$ cat config.mk
export PLATFORM = sky130hd
export DESIGN_NAME = video_sample_window
export DESIGN_NICKNAME = d
export VERILOG_FILES = /design/src/rtl/vwin_pkg.sv /design/src/rtl/vwin_control.sv /design/src/rtl/vwin_datapath.sv /design/src/rtl/video_sample_window.sv
export SDC_FILE = /design/constraint.sdc
export NUM_CORES = 1
export LEC_CHECK = 0
export CAP_MARGIN = 5
export CORE_UTILIZATION = 60
export CTS_CLUSTER_SIZE = 16
export DETAILED_ROUTE_END_ITERATION = 8
export PLACE_DENSITY = 0.85
export SLEW_MARGIN = 20
export SYNTH_ARGS = -nofsm -noshare
export SYNTH_HDL_FRONTEND = slang
export SYNTH_SLANG_ARGS = --single-unit
$ cat constraint.sdc
create_clock -name clk -period 5.97 [get_ports clk]
set_clock_uncertainty 0.1 [all_clocks]
set_input_delay 1.194 -clock clk [delete_from_list [all_inputs] [get_ports clk]]
set_output_delay 1.194 -clock clk [all_outputs]
set_load 0.02 [all_outputs]
$ cat src/rtl/vwin_pkg.sv
package vwin_pkg;

  // Strobes passed from the edge-detect control to the counting datapath.
  typedef struct packed {
    logic frameStart;  // vertical reference left its active level
    logic lineStart;   // horizontal reference entered its active level
    logic pixLive;     // valid pixel inside an active line, not the edge cycle
  } winStrobe_t;

endpackage

$ cat src/rtl/vwin_control.sv
module vwin_control
  import vwin_pkg::*;
(
  input  logic       clk,
  input  logic       rstN,
  input  logic       pixValid,
  input  logic       hRef,
  input  logic       vRef,
  input  logic       hRefActHigh,
  input  logic       vRefActHigh,
  output winStrobe_t stb
);

  logic hLvl, vLvl;
  logic hPrev, vPrev;

  // Normalise both references so that 1 always means "active".
  assign hLvl = hRefActHigh ? hRef : ~hRef;
  assign vLvl = vRefActHigh ? vRef : ~vRef;

  always_ff @(posedge clk or negedge rstN) begin
    if (!rstN) begin
      hPrev <= 1'b0;
      vPrev <= 1'b0;
    end else begin
      hPrev <= hLvl;
      vPrev <= vLvl;
    end
  end

  always_comb begin
    stb.lineStart  = hLvl & ~hPrev;
    stb.frameStart = ~vLvl & vPrev;
    stb.pixLive    = pixValid & hLvl & hPrev;
  end

  // a line start can never persist into the following cycle
  p_line_edge_single_r5 : assert property (@(posedge clk) disable iff (!rstN)
    stb.lineStart |=> !stb.lineStart);

  // a frame start is a one-cycle event
  p_frame_edge_single_r4 : assert property (@(posedge clk) disable iff (!rstN)
    stb.frameStart |=> !stb.frameStart);

  // the edge cycle is never an eligible pixel
  p_no_pix_on_edge_r1 : assert property (@(posedge clk) disable iff (!rstN)
    stb.pixLive |-> !stb.lineStart);

endmodule

$ cat src/rtl/vwin_datapath.sv
module vwin_datapath
  import vwin_pkg::*;
#(
  parameter int HW = 12,
  parameter int VW = 11
) (
  input  logic          clk,
  input  logic          rstN,
  input  winStrobe_t    stb,
  input  logic [HW-1:0] hOffset,
  input  logic [VW-1:0] vOffset,
  input  logic [HW-1:0] hSize,
  input  logic [VW-1:0] vSize,
  output logic          sampleEn,
  output logic          firstPix,
  output logic          lastLine
);

  localparam logic [HW-1:0] PIX_MAX  = {HW{1'b1}};
  localparam logic [VW-1:0] LINE_MAX = {VW{1'b1}};
  localparam logic [VW:0]   ONE_V    = {{VW{1'b0}}, 1'b1};

  // Working copies, refreshed only at frame start
  logic [HW-1:0] hOffA, hSizeA;
  logic [VW-1:0] vOffA, vSizeA;

  logic [HW-1:0] pixCnt;   // counted pixels in this line
  logic [VW-1:0] lineCnt;  // line starts since frame start

  always_ff @(posedge clk or negedge rstN) begin
    if (!rstN) begin
      hOffA   <= '0;
      hSizeA  <= '0;
      vOffA   <= '0;
      vSizeA  <= '0;
      lineCnt <= '0;
    end else if (stb.frameStart) begin
      hOffA   <= hOffset;
      hSizeA  <= hSize;
      vOffA   <= vOffset;
      vSizeA  <= vSize;
      lineCnt <= '0;
    end else if (stb.lineStart && lineCnt != LINE_MAX) begin
      lineCnt <= lineCnt + 1'b1;
    end
  end

  always_ff @(posedge clk or negedge rstN) begin
    if (!rstN) begin
      pixCnt <= '0;
    end else if (stb.lineStart) begin
      pixCnt <= '0;
    end else if (stb.pixLive && pixCnt != PIX_MAX) begin
      pixCnt <= pixCnt + 1'b1;
    end
  end

  logic [HW:0] hEnd;
  logic [VW:0] vEnd, lineNum;
  logic        inH, inV;

  always_comb begin
    hEnd     = {1'b0, hOffA} + {1'b0, hSizeA};
    vEnd     = {1'b0, vOffA} + {1'b0, vSizeA};
    lineNum  = {1'b0, lineCnt};
    inH      = (pixCnt >= hOffA) && ({1'b0, pixCnt} < hEnd);
    inV      = (lineNum > {1'b0, vOffA}) && (lineNum <= vEnd);
    sampleEn = stb.pixLive && inH && inV;
    firstPix = sampleEn && (pixCnt == hOffA) && (lineNum == {1'b0, vOffA} + ONE_V);
    lastLine = sampleEn && (lineNum == vEnd);
  end

  // an enable needs an eligible pixel from the control side
  p_en_has_pixel_r1 : assert property (@(posedge clk) disable iff (!rstN)
    sampleEn |-> stb.pixLive);

  // the first-pixel marker sits on a sampled pixel
  p_first_is_sampled_r8 : assert property (@(posedge clk) disable iff (!rstN)
    firstPix |-> sampleEn);

  // the last-line marker sits on a sampled pixel
  p_last_is_sampled_r9 : assert property (@(posedge clk) disable iff (!rstN)
    lastLine |-> sampleEn);

  // working configuration moves only on a frame start
  p_cfg_hold_r10 : assert property (@(posedge clk) disable iff (!rstN)
    !stb.frameStart |=> ($stable(hOffA) && $stable(hSizeA) &&
                         $stable(vOffA) && $stable(vSizeA)));

  // line numbering restarts after a frame start
  p_line_clear_r4 : assert property (@(posedge clk) disable iff (!rstN)
    stb.frameStart |=> (lineCnt == '0));

endmodule

$ cat src/rtl/video_sample_window.sv
module video_sample_window
  import vwin_pkg::*;
#(
  parameter int HW = 12,
  parameter int VW = 11
) (
  input  logic          clk,
  input  logic          rstN,
  input  logic          pixValid,
  input  logic          hRef,
  input  logic          vRef,
  input  logic          hRefActHigh,
  input  logic          vRefActHigh,
  input  logic [HW-1:0] hOffset,
  input  logic [VW-1:0] vOffset,
  input  logic [HW-1:0] hSize,
  input  logic [VW-1:0] vSize,
  output logic          sampleEn,
  output logic          firstPix,
  output logic          lastLine
);

  winStrobe_t stb;

  vwin_control i_control (
    .clk         (clk),
    .rstN        (rstN),
    .pixValid    (pixValid),
    .hRef        (hRef),
    .vRef        (vRef),
    .hRefActHigh (hRefActHigh),
    .vRefActHigh (vRefActHigh),
    .stb         (stb)
  );

  vwin_datapath #(.HW(HW), .VW(VW)) i_datapath (
    .clk      (clk),
    .rstN     (rstN),
    .stb      (stb),
    .hOffset  (hOffset),
    .vOffset  (vOffset),
    .hSize    (hSize),
    .vSize    (vSize),
    .sampleEn (sampleEn),
    .firstPix (firstPix),
    .lastLine (lastLine)
  );

endmodule

==> results.toml <==
[clock_network]
clkTransAtPathRegs_ns = 0.08
tritoncts = "done"
clk-insertion-delay-late_ns = 0.35
clock-sinks = 71
cts-root-buf = "clkbuf_8"
numCtsBuffers = 9
post-cts-setup-buffers = 0
cts_resized = 0
htreeDepth = 3
ctsHoldBuffers = 0
ctsLongestPathBuffers = 2

[setup_path]
reg2regPathDepth = 7
cp.required_ns = 4.68
end_kind = "primary output"
worstPathArrival_ns = 4.44
crit_chain = "ha_1 -> and2_1 -> a311oi_2 -> a21oi_1 -> a31o_2 -> a21oi_1 -> xor2_1 -> ha_1 -> or4_1 -> a21oi_1 -> o211ai_1 -> a31oi_1 -> nor4_1 -> nor3_1 -> clkdlybuf4s50_1"
crit_type = "reg2out"
worstPathMaxFanout = 5
crit_path_top_delay_cell = "clkdlybuf4s50_1"
startpoint_type = "flip-flop"
reg2reg_from = "i_datapath.pixCnt[0]$_DFFE_PN0P_"
r2r_setup_slack_ns = 3.72
critPathMaxStageDelay_ns = 0.63
worst_path_most_repeated_cell = "a21oi_1"
timing.rr.end = "i_datapath.pixCnt[9]$_DFFE_PN0P_"
cp_num_buf_inv = 1
crit_family = "compound AO/OA/AOI/OAI gates"

[synth]
syn_nets = 695
async_reset_ff_share_pct = 100.0
yosys.area.top_type = "dfrtp_1"
ys_ff_latch = 71
synth_top_family_by_area = "simple AND/OR/NAND/NOR gates"
synthCells = 569
synth_xor_area_share_pct = 8.097
synth_edf_count = 0
avgSynthCellArea_um2 = 9.288
synth_commonest_cells = "dfrtp_1, ha_1, nand2_1"
synth.area.top_cells = "dfrtp_1, ha_1, xor2_1, mux2_2, o21ai_0"
netlist_area_um2 = 5285
synth_mux_area_share_pct = 5.279
synth_compound_area_share_pct = 13.94
ys_warn_count = 0
synth_cell_types = 53
synth_seq_area_share_pct = 33.62
yosys.area.top_type_share_pct = 33.62
yosys.area_share.adder_pct = 17.57
synth-simple-area-share_pct = 17.76
synth_flop_cell = "dfrtp_1"

[placement]
hpwl_um = 9214
place.gp.congestion = 0.8638
post-place-ws_ns = 0.4795
dp.cells = 718
io_buffers = 55

[hold_path]
min_path_type = "reg2reg"
hold_end = "i_datapath.hSizeA[2]$_DFFE_PN0P_"
hold_depth = 1
hold_start = "i_datapath.hSizeA[2]$_DFFE_PN0P_"

[timing]
rsz0062_at_grt = "no"
worstMarginPinSlew_ns = 0.9583
relSlewSlack_pct = 36.11
setup_ws_ns = 0.2408
fin_hold_ws_ns = 0.4189
period_minus_slack_ns = 5.729
setup_viol_count_final = 0
tns_ns = 0
hold_violations = 0
fmax_mhz = 174.5
drv_slew = 0
timing.final.crit_share_pct = 95.97

[final_layout]
drive_gt1_share_pct = 8.585
layout.nets = 750
area_growth_pct = 16.86
antenna_cells = 0
multi_input_area_um2 = 3318
fill_cells = 603
finalNonFillerCells = 734
regArea_um2 = 1778

[die]
die_h_um = 95.86
dieArea_um2 = 9188
row_count = 33
design.core.area_um2 = 8382
pin_count = 56
die_w_um = 95.86
start_util_pct = 63.05

[routing]
drc = 0
drtIter0Drc = 188
drt_wl_total_um = 12350
antenna_left = 0
vias_per_cell = 6.007
vias = 4409
avgRoutedWirePerCell_um = 16.82
first_pass_iters = 5

[grt]
grt_pass1_vias = 4410
antenna_found_initial = 0
grt_pass1_wl_um = 20710
grt_max_degree = 72
grt_overflow_total = 0
grtUsageTotal_pct = 29.43

[run]
max_cap_viol_count = 0

[power]
power_density_nw_per_um2 = 336.4
ir_drop_v = 0.0001944
p_leak_nw = 2.899

[run_status]
status = "complete, no violations"
## stage by stage
| step | util (%) | power (W) | area, µm² |
|---|---|---|---|
| 4_1_cts | 73.53 | 0.002076 | 6163 |
| 2_1_floorplan | - | 0.001347 | 5285 |
| 5_1_grt | 73.68 | 0.002241 | 6176 |
| 3_5_place_dp | 70.71 | 0.001589 | 5927 |
| 6_report | 73.68 | 0.002078 | 6176 |
| 3_3_place_gp | 70.71 | 0.001544 | 5927 |
## placed cells by master, fill, tap and decap left out, types with 23 or more instances in the layout
cell,instances
a21oi_1,33
dfrtp_1,70
nand2_1,52
xor2_1,31
mux2_2,23
ha_1,71
clkdlybuf4s50_1,52
nor2_1,38
inv_1,37
o21ai_0,40
## worst reg2reg max path: cells and delay by family (launching register included)
| kind | cells | cell delay [ns] |
|---|---|---|
| AOI/OAI and AO/OA | 2 | 0.50 |
| DFF | 1 | 0.43 |
| and+or+nand+nor | 4 | 0.92 |
| adders and majority gates | 1 | 0.23 |
## routing by layer
layer | wire length (µm) | vias up | track usage [%]
li1 | - | 2157 | -
met1 | 5697 | 2106 | 40.30
met2 | 5863 | 129 | 48.27
met3 | 594 | 17 | 3.870
met4 | 192 | 0 | 9.577
met5 | 0 | - | 0
## worst max-delay path by stage
stage	to	from	cells past startpoint
4_1_cts	lastLine	i_datapath.hSizeA[1]$_DFFE_PN0P_	15
3_5_place_dp	firstPix	i_datapath.hSizeA[3]$_DFFE_PN0P_	15
2_1_floorplan	lastLine	i_datapath.hSizeA[3]$_DFFE_PN0P_	14
6_report	sampleEn	i_datapath.hSizeA[3]$_DFFE_PN0P_	15
3_3_place_gp	lastLine	i_datapath.hSizeA[1]$_DFFE_PN0P_	15
5_1_grt	sampleEn	i_datapath.hSizeA[3]$_DFFE_PN0P_	15
## where the power goes
part	total (W)	internal [W]	switching [W]	leakage, nW
registers	0.000656	0.000567	0.0000890	0.893
clock network	0.000470	0.000277	0.000193	0.120
logic	0.000952	0.000436	0.000516	1.89
## sequential cells by signal (all words and copies together) (netlist names)
name / cells
i_datapath.vOffA: 11
i_datapath.vSizeA: 11
i_control.vPrev: 1
i_datapath.hSizeA: 12
i_datapath.hOffA: 12
i_datapath.lineCnt: 11
i_datapath.pixCnt: 12
i_control.hPrev: 1
## area by class of cell
class                      instances  share of cell area, %
tap                              105                  2.127
inverter                          37                  2.249
timing repair buffer              58                  9.279
multi-input combinational        447                  53.73
sequential                        71                  28.79
clock inverter                     6                  1.763
clock buffer                      10                  2.066
## kinds of logic after synthesis
group / Yosys count
flip-flops: 71
buffers and inverters: 51
AND/OR/NAND/NOR: 181
XOR/XNOR: 48
adder cells (fa/ha/maj): 73
AO/OA/AOI/OAI: 120
multiplexers: 25
Note: power is estimated with default switching activity, not from simulation.
